`config.mk`:
```
export PLATFORM = sky130hd
export DESIGN_NAME = pwrseq_ctrl
export DESIGN_NICKNAME = d
export VERILOG_FILES = /design/src/rtl/pwrseq_pkg.sv /design/src/rtl/pwrseq_regs.sv /design/src/rtl/pwrseq_init_timer.sv /design/src/rtl/pwrseq_gate.sv /design/src/rtl/pwrseq_ctrl.sv
export SDC_FILE = /design/constraint.sdc
export NUM_CORES = 1
export LEC_CHECK = 0
export BUFFER_PORTS_ARGS = -buffer_cell sky130_fd_sc_hd__buf_2
export CAP_MARGIN = 10
export CORE_MARGIN = 2
export CORE_UTILIZATION = 40
export DETAILED_ROUTE_END_ITERATION = 10
export PLACE_DENSITY = 0.75
export RECOVER_POWER = 50
export SKIP_CTS_REPAIR_TIMING = 1
export SLEW_MARGIN = 20
export SYNTH_ARGS = -nofsm -noshare
export SYNTH_HDL_FRONTEND = slang
export SYNTH_SLANG_ARGS = --single-unit
```
`constraint.sdc`:
```
create_clock -name clk -period 3.53 [get_ports clk]
set_clock_uncertainty 0.05 [all_clocks]
set_input_delay 0.5295 -clock clk [delete_from_list [all_inputs] [get_ports clk]]
set_output_delay 0.5295 -clock clk [all_outputs]
set_load 0.02 [all_outputs]
```
`src/rtl/pwrseq_pkg.sv`:
```
package pwrseq_pkg;

    localparam logic [7:0] ADDR_PWR = 8'h10;
    localparam logic [7:0] ADDR_CLK = 8'h11;
    localparam logic [7:0] ADDR_ERR = 8'h12;

    localparam logic [3:0] REFSEL_DEFAULT = 4'b1001;

    // packed so that bit 0 is the reference enable
    typedef struct packed {
        logic clko_en;
        logic mic_en;
        logic adc_en;
        logic ref_en;
    } pwr_reg_t;

    // packed so that bit 0 is PLL enable, bit 1 master, bits 5:2 refsel
    typedef struct packed {
        logic [3:0] refsel;
        logic       master;
        logic       pll_en;
    } clk_reg_t;

endpackage

```
`src/rtl/pwrseq_regs.sv`:
```
module pwrseq_regs
    import pwrseq_pkg::*;
(
    input  logic       clk,
    input  logic       rst_n,
    input  logic       pdn_n,
    input  logic       wr_en,
    input  logic       rd_en,
    input  logic [7:0] addr,
    input  logic [7:0] wdata,
    output logic [7:0] rdata,
    output pwr_reg_t   pwr,
    output clk_reg_t   clkcfg
);

    typedef struct packed {
        pwr_reg_t   pwr;
        clk_reg_t   clk;
        logic       err;
        logic [7:0] rdata;
    } state_t;

    localparam state_t ST_RESET = '{
        pwr:   '0,
        clk:   '{refsel: REFSEL_DEFAULT, master: 1'b0, pll_en: 1'b0},
        err:   1'b0,
        rdata: 8'h00
    };

    state_t   s_d, s_q;
    pwr_reg_t wr_pwr_d;
    logic     deps_d;
    logic     refuse_d;
    logic     unused_wbits;

    assign unused_wbits = ^wdata[7:6];

    always_comb begin
        s_d      = s_q;
        wr_pwr_d = pwr_reg_t'(wdata[3:0]);
        deps_d   = wr_pwr_d.adc_en | wr_pwr_d.mic_en | wr_pwr_d.clko_en | s_q.clk.pll_en;
        refuse_d = s_q.pwr.ref_en & ~wr_pwr_d.ref_en & deps_d;

        if (rd_en) begin
            case (addr)
                ADDR_PWR: s_d.rdata = {4'b0000, s_q.pwr};
                ADDR_CLK: s_d.rdata = {2'b00, s_q.clk};
                ADDR_ERR: s_d.rdata = {7'b0000000, s_q.err};
                default:  s_d.rdata = 8'h00;
            endcase
            if (addr == ADDR_ERR) begin
                s_d.err = 1'b0;
            end
        end

        if (wr_en && addr == ADDR_PWR) begin
            s_d.pwr = wr_pwr_d;
            if (refuse_d) begin
                s_d.pwr.ref_en = 1'b1;
                s_d.err        = 1'b1;
            end
        end

        if (wr_en && addr == ADDR_CLK) begin
            s_d.clk = clk_reg_t'(wdata[5:0]);
        end

        if (!pdn_n) begin
            s_d = ST_RESET;
        end
    end

    always_ff @(posedge clk or negedge rst_n) begin
        if (!rst_n) begin
            s_q <= ST_RESET;
        end else begin
            s_q <= s_d;
        end
    end

    assign rdata  = s_q.rdata;
    assign pwr    = s_q.pwr;
    assign clkcfg = s_q.clk;

    // reference only drops when nothing depending on it is left on
    assert_ref_guard_R4: assert property (@(posedge clk) disable iff (!rst_n)
        $fell(s_q.pwr.ref_en) |-> !(s_q.pwr.adc_en || s_q.pwr.mic_en ||
                                    s_q.pwr.clko_en || s_q.clk.pll_en));

    assert_err_source_R5: assert property (@(posedge clk) disable iff (!rst_n)
        $rose(s_q.err) |-> $past(wr_en && addr == ADDR_PWR));

    assert_pdn_default_R8: assert property (@(posedge clk) disable iff (!rst_n)
        !pdn_n |=> (s_q.pwr == '0 && s_q.clk.refsel == REFSEL_DEFAULT &&
                    !s_q.clk.master && !s_q.clk.pll_en && !s_q.err));

endmodule

```
`src/rtl/pwrseq_init_timer.sv`:
```
module pwrseq_init_timer #(
    parameter int INIT_PERIODS = 3088
) (
    input  logic clk,
    input  logic rst_n,
    input  logic enable,
    input  logic strobe,
    output logic ready
);

    localparam int CW = (INIT_PERIODS > 1) ? $clog2(INIT_PERIODS) : 1;
    localparam logic [CW-1:0] LAST = CW'(INIT_PERIODS - 1);

    typedef struct packed {
        logic [CW-1:0] cnt;
        logic          done;
    } tmr_t;

    tmr_t t_d, t_q;

    always_comb begin
        t_d = t_q;
        if (!enable) begin
            t_d.cnt  = '0;
            t_d.done = 1'b0;
        end else if (strobe && !t_q.done) begin
            if (t_q.cnt == LAST) begin
                t_d.done = 1'b1;
            end else begin
                t_d.cnt = t_q.cnt + 1'b1;
            end
        end
    end

    always_ff @(posedge clk or negedge rst_n) begin
        if (!rst_n) begin
            t_q <= '0;
        end else begin
            t_q <= t_d;
        end
    end

    assign ready = t_q.done & enable;

    assert_done_on_strobe_R6: assert property (@(posedge clk) disable iff (!rst_n)
        $rose(t_q.done) |-> $past(strobe && enable));

    assert_abort_clears_R7: assert property (@(posedge clk) disable iff (!rst_n)
        !enable |=> (!t_q.done && t_q.cnt == '0));

endmodule

```
`src/rtl/pwrseq_gate.sv`:
```
module pwrseq_gate
    import pwrseq_pkg::*;
#(
    parameter int DATA_W = 24
) (
    input  logic              pdn_n,
    input  pwr_reg_t          pwr,
    input  clk_reg_t          clkcfg,
    input  logic              ready,
    input  logic [DATA_W-1:0] din,
    output logic              en_ref,
    output logic              en_adc,
    output logic              en_mic,
    output logic              en_pll,
    output logic              en_clkout,
    output logic [DATA_W-1:0] dout
);

    logic any_core_on;

    assign any_core_on = pwr.ref_en | pwr.adc_en | clkcfg.pll_en | pwr.clko_en;

    assign en_ref    = pdn_n & pwr.ref_en;
    assign en_adc    = pdn_n & pwr.adc_en;
    assign en_pll    = pdn_n & clkcfg.pll_en;
    assign en_clkout = pdn_n & pwr.clko_en;
    assign en_mic    = pdn_n & pwr.mic_en & any_core_on;
    assign dout      = ready ? din : '0;

endmodule

```
`src/rtl/pwrseq_ctrl.sv`:
```
module pwrseq_ctrl
    import pwrseq_pkg::*;
#(
    parameter int DATA_W       = 24,
    parameter int INIT_PERIODS = 3088
) (
    input  logic              clk,
    input  logic              rst_n,
    input  logic              pdn_n,
    input  logic              fs_strobe,
    input  logic              wr_en,
    input  logic              rd_en,
    input  logic [7:0]        addr,
    input  logic [7:0]        wdata,
    output logic [7:0]        rdata,
    output logic              en_ref,
    output logic              en_adc,
    output logic              en_mic,
    output logic              en_pll,
    output logic              en_clkout,
    output logic              master_mode,
    output logic [3:0]        pll_refsel,
    output logic              adc_ready,
    input  logic [DATA_W-1:0] adc_din,
    output logic [DATA_W-1:0] adc_dout
);

    pwr_reg_t pwr_q;
    clk_reg_t clk_q;
    logic     ready_w;

    pwrseq_regs u_regs (
        .clk    (clk),
        .rst_n  (rst_n),
        .pdn_n  (pdn_n),
        .wr_en  (wr_en),
        .rd_en  (rd_en),
        .addr   (addr),
        .wdata  (wdata),
        .rdata  (rdata),
        .pwr    (pwr_q),
        .clkcfg (clk_q)
    );

    pwrseq_gate #(.DATA_W(DATA_W)) u_gate (
        .pdn_n     (pdn_n),
        .pwr       (pwr_q),
        .clkcfg    (clk_q),
        .ready     (ready_w),
        .din       (adc_din),
        .en_ref    (en_ref),
        .en_adc    (en_adc),
        .en_mic    (en_mic),
        .en_pll    (en_pll),
        .en_clkout (en_clkout),
        .dout      (adc_dout)
    );

    pwrseq_init_timer #(.INIT_PERIODS(INIT_PERIODS)) u_timer (
        .clk    (clk),
        .rst_n  (rst_n),
        .enable (en_adc),
        .strobe (fs_strobe),
        .ready  (ready_w)
    );

    assign adc_ready   = ready_w;
    assign master_mode = clk_q.master;
    assign pll_refsel  = clk_q.refsel;

    assert_ready_needs_adc_R6: assert property (@(posedge clk) disable iff (!rst_n)
        adc_ready |-> $past(en_adc));

    assert_pdn_outputs_off_R8: assert property (@(posedge clk) disable iff (!rst_n)
        !pdn_n |-> !(en_ref || en_adc || en_mic || en_pll || en_clkout || adc_ready));

endmodule

```
==> results list, run 1 <==
* Worst-case reg-to-reg path depth: 5
* Via-per-instance ratio: 5.13
- Fraction of layout cells with a size suffix above 1: 32.6%
* Area leader, netlist: sky130_fd_sc_hd__dfrtp_1
* Transition at the pin with the smallest max-transition slack: 1.56 ns
- After technology mapping, the gate count stands at 203.
- Number of nets with antenna violations after detailed routing: 0
- For this run, design rule violations remaining after detail routing come to 0.
- I/O pins: 89
* Total congestion overflow: 0
- Worst setup margin: 1.14 ns
* Synth-to-layout area growth: 22.5%
- Result of the run: finished, violations left
* Arr. time, crit path: 1.81 ns
- Max cap viols: 1
* Die height: 72.3 um
- Setup violations remaining at the end of the flow were counted as 0.
- Measured against its own limit, the worst slew margin works out to -4.23%.
- Counting instances in the post-synthesis netlist gives the leading cell types as 28 x sky130_fd_sc_hd__and2_1, 28 x sky130_fd_sc_hd__dfrtp_1, 21 x sky130_fd_sc_hd__nand2_1.
- FMAX: 419 MHz
* RSZ-0062 raised after global routing: false
- Die footprint: 5230 sq um
- The worst-case IR drop observed on VDD is 0.148 mV.
- The startpoint identified for the worst hold timing path is wdata[0].
* Site row count: 24
- For this block, the via count after detailed routing is 1684.
- Total design power: 684 uW
- Antenna violations before repair: 0
* Critical Path Start: pdn_n
- The worst register-to-register path ends at u_timer.t_q[8]$_DFFE_PN0P_.
* 1st-iter DRT viols: 75
* Critical path endpoint: adc_dout[23]
- Yosys cell types: 40
- TritonCTS clock tree: done
- Crit path max fanout: 25
- Before antenna repair, the detailed router went through 4 iterations.
- Worst R2R Setup Slack: 1.78 ns
- The most used flip-flop cell after synthesis is sky130_fd_sc_hd__dfrtp_1.
- Min-delay worst type: input port to register
- Ant diodes: 0
- Entering global routing, the biggest net connects 31 pins.
- PwrDens: 299 nW/um^2
- The tightest hold path in the finished design has a slack of 0.434 ns.
- The worst setup path is captured at a primary output.
- Clock tree synthesis found a total of 30 sinks.
* Post-detailed-route wirelength per cell: 13.6 um
* Number of enable-type register cells in the synthesized netlist: 0
* Final Hold Vio Count: 0
- At the end of routability-driven placement, the weighted congestion stood at 0.843.
- Final wirelength: 4450 um
- Sum of negative setup slack: 0 ns
* Pins Over Slew Limit: 31
- Final period util: 67.6%
- CTS Buffer Depth: 2
- The final reports fail on max-capacitance violations, max-slew violations.
- After synthesis the cells add up to 1870 sq um.
- Overall global routing resource usage: 17.7%
- The via count of the first global-routing pass is 1571.
- Clock period minus final worst setup slack: 2.39 ns
* Startpoint of the most critical register-to-register path: u_regs.pwr[1]$_DFFE_PN0P_
* Global-route wire length before repair: 7110 um
* Core Footprint: 4410 sq um
- The number of placed instances, taps included, is 320.
- The later pin in the worst-skew pair is clocked with a latency of 0.29 ns.
* Share of synthesized area occupied by flip-flops and latches: 40.3%
* Count of warnings emitted by yosys: 0
- After the last flow step, the layout net total stands at 322.
* Number of buffers added by the clock tree synthesis step: 5
- Top post-synthesis cells by area: sky130_fd_sc_hd__dfrtp_1 38%, sky130_fd_sc_hd__and2_1 9.4%, sky130_fd_sc_hd__mux2i_1 5.4%, sky130_fd_sc_hd__buf_4 4.8%, sky130_fd_sc_hd__nand2_1 4.2%
* WS Path Type: input port to primary output
- Clock H-tree levels: 2
* Crit path required time: 2.95 ns
- STA classifies the critical path startpoint as an input port.
- Averaged over all synthesized cells, the footprint is 9.20 sq um.
* Share of synthesized flip-flops with an asynchronous set or reset: 100%
* Standby leakage power: 1.17 nW
- Measured along the x axis, the die boundary spans 72.3 um.
- Total of flip-flops plus latches after synthesis: 30
* Number of input and output port buffers inserted: 84
- After clock tree synthesis, the clock-pin slew on the worst setup and hold paths is 0.06 ns.
- Root buf cell: sky130_fd_sc_hd__clkbuf_8
- The top cell type by area accounts for 37.5% of the synthesized area.
- Effective utilization at floorplan: 42.3%
- Count of placed standard cells in the final layout, fillers left out: 328
- Timing analysis after detailed placement gives a worst setup slack of 1.13 ns.
- Detailed placement ended at an HPWL of 3400 um.
==> sequential cells by signal, indices dropped and copies added, names as in the netlist <==
register,count
u_regs.rdata,6
u_regs.s_q,1
u_timer.t_q,13
u_regs.clkcfg,6
u_regs.pwr,4
==> cells by family (layout without fill, tap and decap cells) <==
kind of cell | count (synthesis) | after routing | share of synthesized area (%)
flops | 30 | 30 | 40.3
simple gates | 102 | 102 | 31.0
mux | 10 | 10 | 5.36
fa+ha+maj | 1 | 1 | 0.670
buf+inv | 23 | 95 | 7.31
compound gates | 31 | 31 | 12.7
xor+xnor | 5 | 5 | 2.35
other cells | 1 | 2 | 0.201
==> through the flow <==
step	instance area (sq um)	utilization [%]
CTS	2320	52.6
global placement	2230	50.5
finish	2290	51.8
detailed placement	2230	50.5
global route	2290	51.8
floorplan	1870	-
==> layer usage <==
layer  GRT usage, %  up-vias  wire length (um)
met4           7.34        0                79
met5              0        -                 0
met2           31.6       83              2170
met1           20.1      763              1780
met3           4.17        7               424
li1               -      831                 -
==> worst min-delay path by stage <==
stage          cells past startpoint  slack, ns                           end
2_1_floorplan                      0       0.18  u_regs.clkcfg[0]$_DFFE_PN0P_
3_3_place_gp                       2       0.41   u_regs.rdata[3]$_DFFE_PN0P_
3_5_place_dp                       2       0.42   u_regs.rdata[3]$_DFFE_PN0P_
4_1_cts                            1       0.25   u_regs.rdata[5]$_DFFE_PN0P_
5_1_grt                            2       0.43       u_regs.s_q[8]$_DFF_PN0_
6_report                           2       0.43       u_regs.s_q[8]$_DFF_PN0_
==> cells in the final DEF (no fill, tap or decap), types with 5 or more instances in the layout <==
cell type / count
sky130_fd_sc_hd__xnor2_1: 5
sky130_fd_sc_hd__mux2i_1: 10
sky130_fd_sc_hd__o21ai_0: 11
sky130_fd_sc_hd__buf_2: 73
sky130_fd_sc_hd__a21oi_1: 5
sky130_fd_sc_hd__clkbuf_1: 12
sky130_fd_sc_hd__dfrtp_1: 28
sky130_fd_sc_hd__nor2_1: 17
sky130_fd_sc_hd__clkbuf_8: 6
sky130_fd_sc_hd__and2_1: 27
sky130_fd_sc_hd__nand2_1: 21
sky130_fd_sc_hd__nand3_1: 12
sky130_fd_sc_hd__nand2b_1: 5
==> worst max-delay path: stages <==
cell	delay, ns
sky130_fd_sc_hd__buf_2	0.29
sky130_fd_sc_hd__and3_1	0.59
sky130_fd_sc_hd__and2_1	0.23
sky130_fd_sc_hd__buf_2	0.16
==> area by class of cell <==
class	count	area (sq um)
fill	419	2130
timing repair buffer	84	407
clock inverter	1	5.00
tap	52	65.1
sequential	30	753
clock buffer	7	86.3
multi-input combinational	151	960
inverter	3	11.3
==> power by group <==
| part | internal, mW | switching, mW |
|---|---|---|
| clock network | 0.157 | 0.132 |
| logic | 0.0214 | 0.0295 |
| registers | 0.344 | 0.000181 |
(Power assumes the default switching activity.)
==> run 2, diff against run 1 <==
--- a/config.mk
+++ b/config.mk
@@ -5,12 +5,13 @@
 export SDC_FILE = /design/constraint.sdc
 export NUM_CORES = 1
 export LEC_CHECK = 0
+export ABC_AREA = 1
 export BUFFER_PORTS_ARGS = -buffer_cell sky130_fd_sc_hd__buf_2
 export CAP_MARGIN = 10
 export CORE_MARGIN = 2
 export CORE_UTILIZATION = 40
 export DETAILED_ROUTE_END_ITERATION = 10
-export PLACE_DENSITY = 0.75
+export PLACE_DENSITY = 0.76
 export RECOVER_POWER = 50
 export SKIP_CTS_REPAIR_TIMING = 1
 export SLEW_MARGIN = 20
==> constraint.sdc (replaced) <==
create_clock -name clk -period 1.9 [get_ports clk]
set_clock_uncertainty 0.05 [all_clocks]
set_input_delay 0.285 -clock clk [delete_from_list [all_inputs] [get_ports clk]]
set_output_delay 0.285 -clock clk [all_outputs]
set_load 0.02 [all_outputs]
==> results list, run 2 <==
- Top post-synthesis cells by area: sky130_fd_sc_hd__dfrtp_1 34%, sky130_fd_sc_hd__nand2_1 18%, sky130_fd_sc_hd__inv_1 9.6%, sky130_fd_sc_hd__nor2_1 8.1%, sky130_fd_sc_hd__nand3_1 7.9%
* Clock transition at the registers of the reported paths: 0.07 ns (about the same)
- RSZ-0062 raised after global routing: true
- The number of top-level pins is 89 (unchanged).
* Count of warnings emitted by yosys: 0 (unchanged)
* WS Path Type: register to primary output
- Via-per-instance ratio: 4.47 (-13%)
- The maximum net fanout on the critical path is 24 (-4.0%).
* Most congested layer reported by global routing: met2
* Ys flop type: sky130_fd_sc_hd__dfrtp_1
- Synth-to-layout area growth: 23.7%
- Area fraction of the dominant cell type after synthesis: 34.4% (-3.1 points)
- The data arrival at the endpoint of the critical path was 1.50 ns (-0.31 ns).
- Switch share: 26.3% (+2.7 points)
- CP Launch Type: register
* Initial DRT Pass Iterations: 4 (unchanged)
- Number of input and output port buffers inserted: 84 (unchanged)
- Result of the run: finished, violations left
* Global-route wire length before repair: 7450 um (+4.8%)
- The share of synthesized flip-flops with an asynchronous set or reset was 100% (unchanged).
- GRT met1 Usage: 20.5% (+0.43 points)
- The flop and latch count out of synthesis was 30 (unchanged).
* Peak supply drop: 0.314 mV (+110%)
- Dividing the final minimum period by the clock period gives 96.3%.
- Top cells by count, synth: 100 x sky130_fd_sc_hd__nand2_1, 52 x sky130_fd_sc_hd__inv_1, 44 x sky130_fd_sc_hd__nor2_1
- Min-delay worst type: input port to register
- Portion of total power attributed to combinational logic: 11.6% (+4.2 points)
- Effective utilization at floorplan: 42.2% (-0.056 points)
- Site row count: 25 (+4.2%)
- The share of cells above drive strength 1 was 24.1% (-8.6 points).
- Core Footprint: 4820 sq um (+9.1%)
- The DRC violation count after routing is 0 (unchanged).
- The relative slew slack is -5.76% (-1.5 points).
- TritonCTS built the clock tree.
- The flip-flop count of the largest register after layout came to 13 (unchanged).
* Internal power contribution: 966 uW (+85%)
- Most frequent cells in the layout: 100 x sky130_fd_sc_hd__nand2_1, 68 x sky130_fd_sc_hd__buf_2, 52 x sky130_fd_sc_hd__inv_1, 44 x sky130_fd_sc_hd__nor2_1, 32 x sky130_fd_sc_hd__nand3_1
- The post-route cell area came to 2520 sq um (+10%).
* Met2 Use GR: 29.4% (-2.2 points)
* Violations in the final reports: max-capacitance violations, max-slew violations
* Pins Over Slew Limit: 31 (unchanged)
- The aggregate global-route resource usage was 17.1% (-0.55 points).
* Root buf cell: sky130_fd_sc_hd__clkbuf_8
- 1st-iter DRT viols: 72 (-4.0%)
- The number of antenna-violating nets in the routed design came to 0 (unchanged).
- Leading cell type in the layout, fill and taps excluded: sky130_fd_sc_hd__nand2_1
* Synthesized instance count: 318 (+57%)
- PwrDens: 521 nW/um^2 (+74%)
* Yosys cell types: 25 (-38%)
- Register with the highest flop count: u_timer.t_q
- Area leader, netlist: sky130_fd_sc_hd__dfrtp_1
- Derived from the worst setup path, the maximum achievable clock frequency is 546 MHz.
* Clock latency at the later pin of the worst-skew pair: 0.28 ns (about the same)
* Fraction of met3 tracks used by global routing: 4.37% (+0.20 points)
- Mean Syn Cell Area: 6.40 sq um (-30%)
* Setup violation total in the final timing report: 0 (unchanged)
* Layout filler cell count: 514 (+23%)
* Die width: 75.3 um (+4.1%)
- Post-layout utilization of the core: 52.3% (+0.45 points)
- The largest net degree at the start of global routing is 31 (unchanged).
* Post-synthesis cell area: 2030 sq um (+9.0%)
* Switching Power: 345 uW (+110%)
- Standby leakage power: 1.47 nW (+26%)
* Count of placed standard cells in the final layout, fillers left out: 462 (+41%)
- Clock period minus final worst setup slack: 1.83 ns
- Clock H-tree levels: 2 (unchanged)
* Most instantiated library cell after synthesis: sky130_fd_sc_hd__nand2_1
* Via count of the first global-routing pass: 1771 (+13%)
- Max cap viols: 1 (unchanged)
* Fin nets: 441 (+37%)
- The number of endpoints with negative hold slack in the final report came to 0 (unchanged).
* Final wirelength: 4850 um (+8.8%)
* Area after detailed placement: 2430 sq um (+8.7%)
* Share of power burned in the clock network: 37.6% (-4.6 points)
- STA classifies the critical path endpoint as a primary output.
- Transition at the pin with the smallest max-transition slack: 1.59 ns (+0.0230 ns)
* CTS Buffer Depth: 2 (unchanged)
- Crit path required time: 1.56 ns (-1.39 ns)
* Ant diodes: 0 (unchanged)
* Number of placed instances, taps included: 454 (+42%)
- The final RePlAce weighted congestion is 0.855 (+1.4%).
- Number of buffers added by the clock tree synthesis step: 5 (unchanged)
- Die footprint: 5670 sq um (+8.5%)
- The detailed placement HPWL came to 3670 um (+8.0%).
* Vias after detailed routing: 2065 (+23%)
- The detailed-route wire length per cell was 10.5 um (-23%).
* Share of synthesized area occupied by flip-flops and latches: 37.0% (-3.3 points)
- The die extent in y is 75.3 um (+4.1%).
- Number of enable-type register cells in the synthesized netlist: 0 (unchanged)
- Clock Sink Count: 30 (unchanged)
- Proportion of power drawn by flip-flops and latches: 50.9% (+0.6 points)
* Antenna violations before repair: 0 (unchanged)
- The total grt overflow is 0 (unchanged).
[run 2: power by group through the flow]
stage                     registers [mW]  logic, mW  clock network [mW]
after floorplan                    0.677     0.0858                   0
after global placement             0.678      0.153                   0
after detailed placement           0.678      0.156                   0
after CTS                          0.666      0.156               0.508
after global routing               0.668      0.173               0.534
final                              0.667      0.151               0.492
[run 2: routing by layer]
| layer | wire length, um | up-vias |
|---|---|---|
| met5 | 0 | - |
| met4 | 58 | 0 |
| met3 | 294 | 4 |
| met2 | 2360 | 62 |
| met1 | 2140 | 900 |
| li1 | - | 1099 |
[run 2: path summary, 6_finish.rpt]
| kind | from | slack [ns] | cells past startpoint | to |
|---|---|---|---|---|
| setup / recovery | u_regs.pwr[1]$_DFFE_PN0P_ | 0.07 | 6 | adc_dout[9] |
| hold / removal | wdata[5] | 0.19 | 3 | u_regs.clkcfg[5]$_DFFE_PN1P_ |
| setup reg to reg | u_timer.t_q[1]$_DFFE_PN0P_ | 0.20 | 10 | u_timer.t_q[6]$_DFFE_PN0P_ |
| hold reg to reg | u_regs.rdata[5]$_DFFE_PN0P_ | 0.43 | 2 | u_regs.rdata[5]$_DFFE_PN0P_ |
| max in group asynchronous | rst_n | 0.53 | 1 | u_timer.t_q[0]$_DFFE_PN0P_ |
| min in group asynchronous | rst_n | 0.34 | 1 | u_timer.t_q[9]$_DFFE_PN0P_ |
[run 2: kinds of logic after synthesis]
logic type	synth area share, %
compound gates	4.80
xor+xnor	1.29
simple gates	39.4
fa+ha+maj	0.615
buf+inv	16.7
flops	37.0
other cells	0.184
[run 2: layout make-up]
| class | instances | area [sq um] | share of cell area, % |
|---|---|---|---|
| multi-input cells | 216 | 956 | 38.0 |
| clock buffers | 6 | 72.6 | 2.88 |
| inverters | 55 | 208 | 8.25 |
| flip-flops and latches | 30 | 753 | 29.9 |
| clock inverters | 2 | 10.0 | 0.398 |
| repair buffers | 86 | 434 | 17.2 |
| well taps | 67 | 83.8 | 3.33 |
[run 2: stage by stage]
step                setup TNS, ns  total power, mW  hold WS, ns  worst slack, ns
global placement                0            0.830        0.306            0.159
global route              -0.0395             1.38        0.185          -0.0101
floorplan                       0            0.763      -0.0606           0.0389
CTS                             0             1.33      0.00253           0.0410
detailed placement              0            0.833        0.310           0.0985
finish                          0             1.31        0.186           0.0696
[run 2: critical path, cell delays in order, from the launching register on]
cell and delay [ns]:
sky130_fd_sc_hd__dfrtp_1 0.41, sky130_fd_sc_hd__nand2_4 0.10, sky130_fd_sc_hd__nor2_1 0.12, sky130_fd_sc_hd__inv_1 0.06, sky130_fd_sc_hd__buf_4 0.20, sky130_fd_sc_hd__nor2_1 0.13
sky130_fd_sc_hd__buf_2 0.18
